`src/rtl/fbs_pkg.sv`:
```
package fbs_pkg;

   typedef enum logic [1:0] {
      OP_PROG = 2'd0,
      OP_SECT = 2'd1,
      OP_BANK = 2'd2
   } fbs_op_e;

   function automatic int unsigned fbs_max3(input int unsigned a, input int unsigned b,
                                           input int unsigned c);
      int unsigned m;
      m = (a > b) ? a : b;
      return (m > c) ? m : c;
   endfunction

endpackage

```
`src/rtl/fbs_op_timer.sv`:
```
module fbs_op_timer
   import fbs_pkg::*;
#(
   parameter int unsigned PROG_CYC  = 1000,
   parameter int unsigned SECT_CYC  = 1250000,
   parameter int unsigned BANK_CYC  = 5000000
) (
   input  logic    clk,
   input  logic    rst_n,
   input  logic    start_prog,
   input  logic    start_sect,
   input  logic    start_bank,
   input  logic    prog_msb,
   output logic    busy,
   output logic    done,
   output logic    fin,
   output fbs_op_e op_kind,
   output logic    msb_q
);

   localparam int unsigned MAX_CYC = fbs_max3(PROG_CYC, SECT_CYC, BANK_CYC);
   localparam int unsigned CNT_W   = (MAX_CYC < 2) ? 1 : $clog2(MAX_CYC);
   localparam logic [CNT_W-1:0] LD_PROG = CNT_W'(PROG_CYC - 1);
   localparam logic [CNT_W-1:0] LD_SECT = CNT_W'(SECT_CYC - 1);
   localparam logic [CNT_W-1:0] LD_BANK = CNT_W'(BANK_CYC - 1);

   if (PROG_CYC < 1 || SECT_CYC < 1 || BANK_CYC < 1) begin : g_bad_cyc
      $error("fbs_op_timer: every operation needs at least one cycle");
   end

   logic [CNT_W-1:0] cnt_q;
   logic [CNT_W-1:0] load_val;
   fbs_op_e          sel_op;
   logic             any_start;

   assign any_start = start_prog | start_sect | start_bank;
   assign fin       = busy & (cnt_q == '0);

   // erase kinds dominate, bank first
   always_comb begin
      if (start_bank) begin
         sel_op   = OP_BANK;
         load_val = LD_BANK;
      end else if (start_sect) begin
         sel_op   = OP_SECT;
         load_val = LD_SECT;
      end else begin
         sel_op   = OP_PROG;
         load_val = LD_PROG;
      end
   end

   always_ff @(posedge clk or negedge rst_n) begin
      if (!rst_n) begin
         busy    <= 1'b0;
         done    <= 1'b0;
         cnt_q   <= '0;
         op_kind <= OP_PROG;
         msb_q   <= 1'b0;
      end else begin
         done <= 1'b0;
         if (busy) begin
            if (cnt_q == '0) begin
               busy <= 1'b0;
               done <= 1'b1;
            end else begin
               cnt_q <= cnt_q - 1'b1;
            end
         end else if (any_start) begin
            busy    <= 1'b1;
            cnt_q   <= load_val;
            op_kind <= sel_op;
            msb_q   <= prog_msb;
         end
      end
   end

endmodule

```
`src/rtl/fbs_toggle.sv`:
```
module fbs_toggle (
   input  logic clk,
   input  logic rst_n,
   input  logic busy,
   input  logic rd_stb,
   output logic tgl
);

   always_ff @(posedge clk or negedge rst_n) begin
      if (!rst_n) begin
         tgl <= 1'b0;
      end else if (busy && rd_stb) begin
         tgl <= ~tgl;
      end
   end

endmodule

```
`src/rtl/fbs_settle.sv`:
```
module fbs_settle #(
   parameter int unsigned SETTLE_CYC = 50
) (
   input  logic clk,
   input  logic rst_n,
   input  logic fin,
   output logic settle
);

   if (SETTLE_CYC < 1) begin : g_bad_settle
      $error("fbs_settle: SETTLE_CYC must be at least 1");
   end

   if (SETTLE_CYC == 1) begin : g_flop
      always_ff @(posedge clk or negedge rst_n) begin
         if (!rst_n) settle <= 1'b0;
         else        settle <= fin;
      end
   end else begin : g_count
      localparam int unsigned SW = $clog2(SETTLE_CYC + 1);
      localparam logic [SW-1:0] LD = SW'(SETTLE_CYC);
      logic [SW-1:0] scnt_q;

      always_ff @(posedge clk or negedge rst_n) begin
         if (!rst_n) begin
            scnt_q <= '0;
         end else if (fin) begin
            scnt_q <= LD;
         end else if (scnt_q != '0) begin
            scnt_q <= scnt_q - 1'b1;
         end
      end

      assign settle = (scnt_q != '0);
   end

endmodule

```
`src/rtl/fbs_status_mux.sv`:
```
module fbs_status_mux #(
   parameter int unsigned DATA_W   = 8,
   parameter int unsigned POLL_BIT = 7,
   parameter int unsigned TGL_BIT  = 6
) (
   input  logic              busy,
   input  logic              is_erase,
   input  logic              msb_q,
   input  logic              tgl,
   input  logic              settle,
   input  logic [DATA_W-1:0] arr_rdata,
   output logic [DATA_W-1:0] rdata
);

   if (POLL_BIT >= DATA_W || TGL_BIT >= DATA_W || POLL_BIT == TGL_BIT) begin : g_bad_bits
      $error("fbs_status_mux: status bit positions invalid");
   end

   for (genvar i = 0; i < DATA_W; i++) begin : g_bit
      if (i == POLL_BIT) begin : g_poll
         assign rdata[i] = busy ? (~is_erase & ~msb_q) : arr_rdata[i];
      end else if (i == TGL_BIT) begin : g_tgl
         assign rdata[i] = (busy | settle) ? tgl : arr_rdata[i];
      end else begin : g_pass
         assign rdata[i] = arr_rdata[i];
      end
   end

endmodule

```
`src/rtl/flash_busy_status.sv`:
```
module flash_busy_status
   import fbs_pkg::*;
#(
   parameter int unsigned DATA_W     = 8,
   parameter int unsigned POLL_BIT   = 7,
   parameter int unsigned TGL_BIT    = 6,
   parameter int unsigned PROG_CYC   = 1000,
   parameter int unsigned SECT_CYC   = 1250000,
   parameter int unsigned BANK_CYC   = 5000000,
   parameter int unsigned SETTLE_CYC = 50
) (
   input  logic              clk,
   input  logic              rst_n,
   input  logic              start_prog,
   input  logic              start_sect,
   input  logic              start_bank,
   input  logic              prog_msb,
   input  logic              rd_stb,
   input  logic [DATA_W-1:0] arr_rdata,
   output logic              busy,
   output logic              done,
   output logic [DATA_W-1:0] rdata
);

   fbs_op_e op_kind;
   logic    msb_q;
   logic    fin;
   logic    tgl;
   logic    settle;

   fbs_op_timer #(
      .PROG_CYC (PROG_CYC),
      .SECT_CYC (SECT_CYC),
      .BANK_CYC (BANK_CYC)
   ) u_timer (
      .clk        (clk),
      .rst_n      (rst_n),
      .start_prog (start_prog),
      .start_sect (start_sect),
      .start_bank (start_bank),
      .prog_msb   (prog_msb),
      .busy       (busy),
      .done       (done),
      .fin        (fin),
      .op_kind    (op_kind),
      .msb_q      (msb_q)
   );

   fbs_toggle u_toggle (
      .clk    (clk),
      .rst_n  (rst_n),
      .busy   (busy),
      .rd_stb (rd_stb),
      .tgl    (tgl)
   );

   fbs_settle #(
      .SETTLE_CYC (SETTLE_CYC)
   ) u_settle (
      .clk    (clk),
      .rst_n  (rst_n),
      .fin    (fin),
      .settle (settle)
   );

   fbs_status_mux #(
      .DATA_W   (DATA_W),
      .POLL_BIT (POLL_BIT),
      .TGL_BIT  (TGL_BIT)
   ) u_mux (
      .busy      (busy),
      .is_erase  (op_kind != OP_PROG),
      .msb_q     (msb_q),
      .tgl       (tgl),
      .settle    (settle),
      .arr_rdata (arr_rdata),
      .rdata     (rdata)
   );

endmodule

```
`config.mk`:
```
export PLATFORM = sky130hd
export DESIGN_NAME = flash_busy_status
export DESIGN_NICKNAME = d
export VERILOG_FILES = /design/src/rtl/fbs_pkg.sv /design/src/rtl/fbs_op_timer.sv /design/src/rtl/fbs_toggle.sv /design/src/rtl/fbs_settle.sv /design/src/rtl/fbs_status_mux.sv /design/src/rtl/flash_busy_status.sv
export SDC_FILE = /design/constraint.sdc
export NUM_CORES = 1
export LEC_CHECK = 0
export BUFFER_PORTS_ARGS = -buffer_cell sky130_fd_sc_hd__buf_2
export CAP_MARGIN = 20
export CORE_ASPECT_RATIO = 0.8
export CORE_MARGIN = 2
export CORE_UTILIZATION = 35
export DETAILED_ROUTE_END_ITERATION = 6
export SETUP_SLACK_MARGIN = 0.5
export SLEW_MARGIN = 30
export SYNTH_ARGS = -nofsm -noshare
export SYNTH_HDL_FRONTEND = slang
export SYNTH_SLANG_ARGS = --single-unit
```
`constraint.sdc`:
```
create_clock -name clk -period 3.3 [get_ports clk]
set_input_delay 0 -clock clk [delete_from_list [all_inputs] [get_ports clk]]
set_output_delay 0 -clock clk [all_outputs]
set_load 0.02 [all_outputs]
```
==> results.toml <==
[power_and_ir_drop]
swShare_pct = 32.25
pwr-share-clk_pct = 28.4
combPwrFrac_pct = 23.5
ir_drop_mv = 0.2886
power_frac_seq_pct = 48.1
powerDensity_nw_per_um2 = 610.7
p_switching_mw = 0.4428
leakagePower_nw = 0.9299
p_int_mw = 0.9303

[clock_tree]
cts_buffers = 5
cts_tree = "yes"
clk_transition_reported_paths_ns = 0.08
postCtsSetupBuffers = 0
clkSinkCount = 35
h-tree-depth = 2
ctsRootBufferMaster = "clkbuf_8"
cts_buffer_depth = 2
clkLatencyLatePin_ns = 0.29

[grt]
grt_antenna_before_repair = 0
grt_use_total_pct = 14.81
grt_max_degree = 36
grt-ovfl-total = 0
grt_pass1_wl_um = 7369
grt_pass1_vias = 1490

[timing]
min_period_over_period_pct = 78.28
final-setup-viol-count = 0
maxSlewViolCount = 0
worst_pin_slew_ns = 0.7913
fmax_mhz = 387.1
rsz0062_at_grt = "false"
max_slew_margin_pct = 47.25
hold_viol = 0
period_needed_ns = 2.583
fin_skew_ns = 0.006186
worst_slack_ns = 0.7168
fin_setup_tns_ns = 0

[floorplanning]
die-area_um2 = 6322
fp-row-count = 24
ios = 25
die_y_um = 71.52
die_w_um = 88.40
core-area_um2 = 5465
start_util_pct = 36.49

[synthesis]
synthMuxAreaShare_pct = 3.701
ys_seq_area_share_pct = 43.91
postSynthCellCount = 217
ys.flop_type = "dfrtp_1"
synth_area_um2 = 1994
synth-async-reset-ratio_pct = 100.0
avgSynthCellArea_um2 = 9.191
ys_ff_latch = 35
synth_compound_gate_area_share_pct = 16.25
synthSimpleGateAreaFrac_pct = 24.65
yosysWarningCount = 0
syn-num-nets = 234
synth_enable_flop_cells = 0
synthAdderAreaFrac_pct = 1.255
synth_cell_type_count = 47
synth-xor-area-share_pct = 3.952
synth_top_family_by_area = "simple AND/OR/NAND/NOR gates"

[placement]
place_hpwl_um = 3029
dp_slack_ns = 0.6944
place_congestion = 0.7530
port-buffer-count = 12

[drt]
viasPerCell = 5.120
vias = 1577
wl_met3_um = 141
wl_met2_um = 1781
ant_nets = 0
wire_per_inst_um = 14.10
met1_length_um = 2386
drcViolationCount = 0
drt_pass1_iterations = 4
first_iter_violations = 93
top_layer_used = "met4"
wl_um = 4343

[hold_path]
hold_path.class = "in -> out"

[critical_path]
arrival_ns = 2.76
reg2reg_from = "u_timer.cnt_q[20]$_DFFE_PN0P_"
crit_end = "u_timer.cnt_q[17]$_DFFE_PN0P_"
ff2ff_path_depth = 6
cp.required_ns = 3.48
worstPathCellList = "or4_1 > or4_1 > o21ai_1 > buf_4 > a21oi_1 > o2bb2a_1"
r2r-end = "u_timer.cnt_q[17]$_DFFE_PN0P_"
crit_start = "u_timer.cnt_q[20]$_DFFE_PN0P_"
end_kind = "flop"
crit_path_start_kind = "flop"
worstSetupPathType = "reg -> reg"
rrSetupSlack_ns = 0.72
crit_path_frequent_cell = "or4_1"
critPathMaxStageDelay_ns = 0.60
critPathSlowestCell = "or4_1"
critical_path.max_fanout = 10

[layout]
nFillCells = 568
n_antenna_cell = 0
nets = 246
syn_to_final_growth_pct = 12.74
drive_above_1_share_pct = 14.35

[run_status]
status = "completed"

[job]
drv_cap = 0
## how the worst min path moves through the flow
stage | slack (ns) | startpoint | cells after the start | to
floorplan | -0.30 | rst_n | 0 | u_settle.g_count.scnt_q[0]$_DFFE_PN0P_
global route | 0.00004 | arr_rdata[5] | 0 | rdata[5]
global placement | 0.0001 | arr_rdata[3] | 0 | rdata[3]
CTS | 0.0001 | arr_rdata[3] | 0 | rdata[3]
detailed placement | 0.0001 | arr_rdata[3] | 0 | rdata[3]
finish | 0.000008 | arr_rdata[0] | 0 | rdata[0]
## through the flow
stage / instances / total power [mW] / util [%] / instance area (um2) / hold WS, ns
final: 308 / 1.373 / 41.14 / 2248 / 0.000007748
after global routing: 308 / 1.482 / 41.14 / 2248 / 0.00003605
after CTS: 308 / 1.379 / 41.00 / 2241 / 0.0001367
after detailed placement: 297 / 0.9865 / 38.39 / 2098 / 0.0001367
after global placement: 297 / 0.9787 / 38.39 / 2098 / 0.0001367
after floorplan: 217 / 0.9128 / - / 1994 / -0.2956
## layer usage
layer	vias to the layer above	track usage [%]
met2	18	20.47
met3	5	4.032
met1	755	22.81
met5	-	0
met4	0	3.872
li1	799	-
## power by group through the flow
stage | registers (mW) | logic (mW) | clock network [mW]
finish | 0.661 | 0.322 | 0.390
global route | 0.680 | 0.381 | 0.420
CTS | 0.658 | 0.325 | 0.395
detailed placement | 0.664 | 0.323 | 0
global placement | 0.663 | 0.316 | 0
floorplan | 0.634 | 0.279 | 0
## synth_stat cells, drive strengths merged (4+ instances only)
library cell	count	area, um2
mux2i	4	40.04
xnor2	8	70.07
or4	7	56.30
a21oi	13	65.06
nand2b	4	25.02
o31ai	4	30.03
dfrtp	35	875.8
nor2b	6	37.54
buf	8	57.55
nand2	16	60.06
nand3	4	20.02
nor3	7	35.03
inv	13	48.80
nor2	19	71.32
clkbuf	5	18.77
o21ai	14	73.82
or3	9	66.31
## critical path, delay by kind of cell, from the launching register on
family	cells	cell delay (ns)
compound gates	3	0.64
flops	1	0.42
buf+inv	1	0.26
simple gates	2	1.16
## cells in the final DEF (no fill, tap or decap), drive strengths merged, types with 4 or more instances in the layout
cell type / synthesis / routed
o31ai: 4 / 4
nor2: 19 / 19
nor2b: 6 / 6
a21oi: 13 / 13
nand2b: 4 / 4
nand3: 4 / 4
o21ai: 14 / 14
buf: 8 / 15
or4: 7 / 7
inv: 13 / 13
dfrtp: 35 / 35
nand2: 16 / 16
clkbuf: 5 / 5
mux2i: 4 / 4
nor3: 7 / 7
xnor2: 8 / 8
or3: 9 / 9
## logic make-up after synthesis
group,count (synthesis)
fa+ha+maj,2
xor+xnor,9
compound gates,50
flops,35
mux,7
buf+inv,26
simple gates,88
## state kept, by name (all words and copies together), names as in the netlist
name,count
u_settle.g_count.scnt_q,6
u_timer.busy,1
u_timer.cnt_q,23
u_timer.done,1
u_timer.msb_q,1
u_timer.op_kind,2
u_toggle.tgl,1
## cell type report
class,instances,area (um2),share of cell area (%)
clock inverters,3,43.79,1.948
inverters,13,48.80,2.170
clock buffers,5,68.82,3.061
well taps,78,97.59,4.341
multi-input cells,156,1001,44.52
repair buffers,18,112.6,5.008
flip-flops and latches,35,875.8,38.95
## timing repair
item | 4_1_cts | 5_1_grt
endpoints found under the hold margin | 37 | 0
setup endpoints to repair | 0 | 1
hold buffers | 3 | 0
resized for setup | 0 | 1
(Power assumes the default switching activity.)
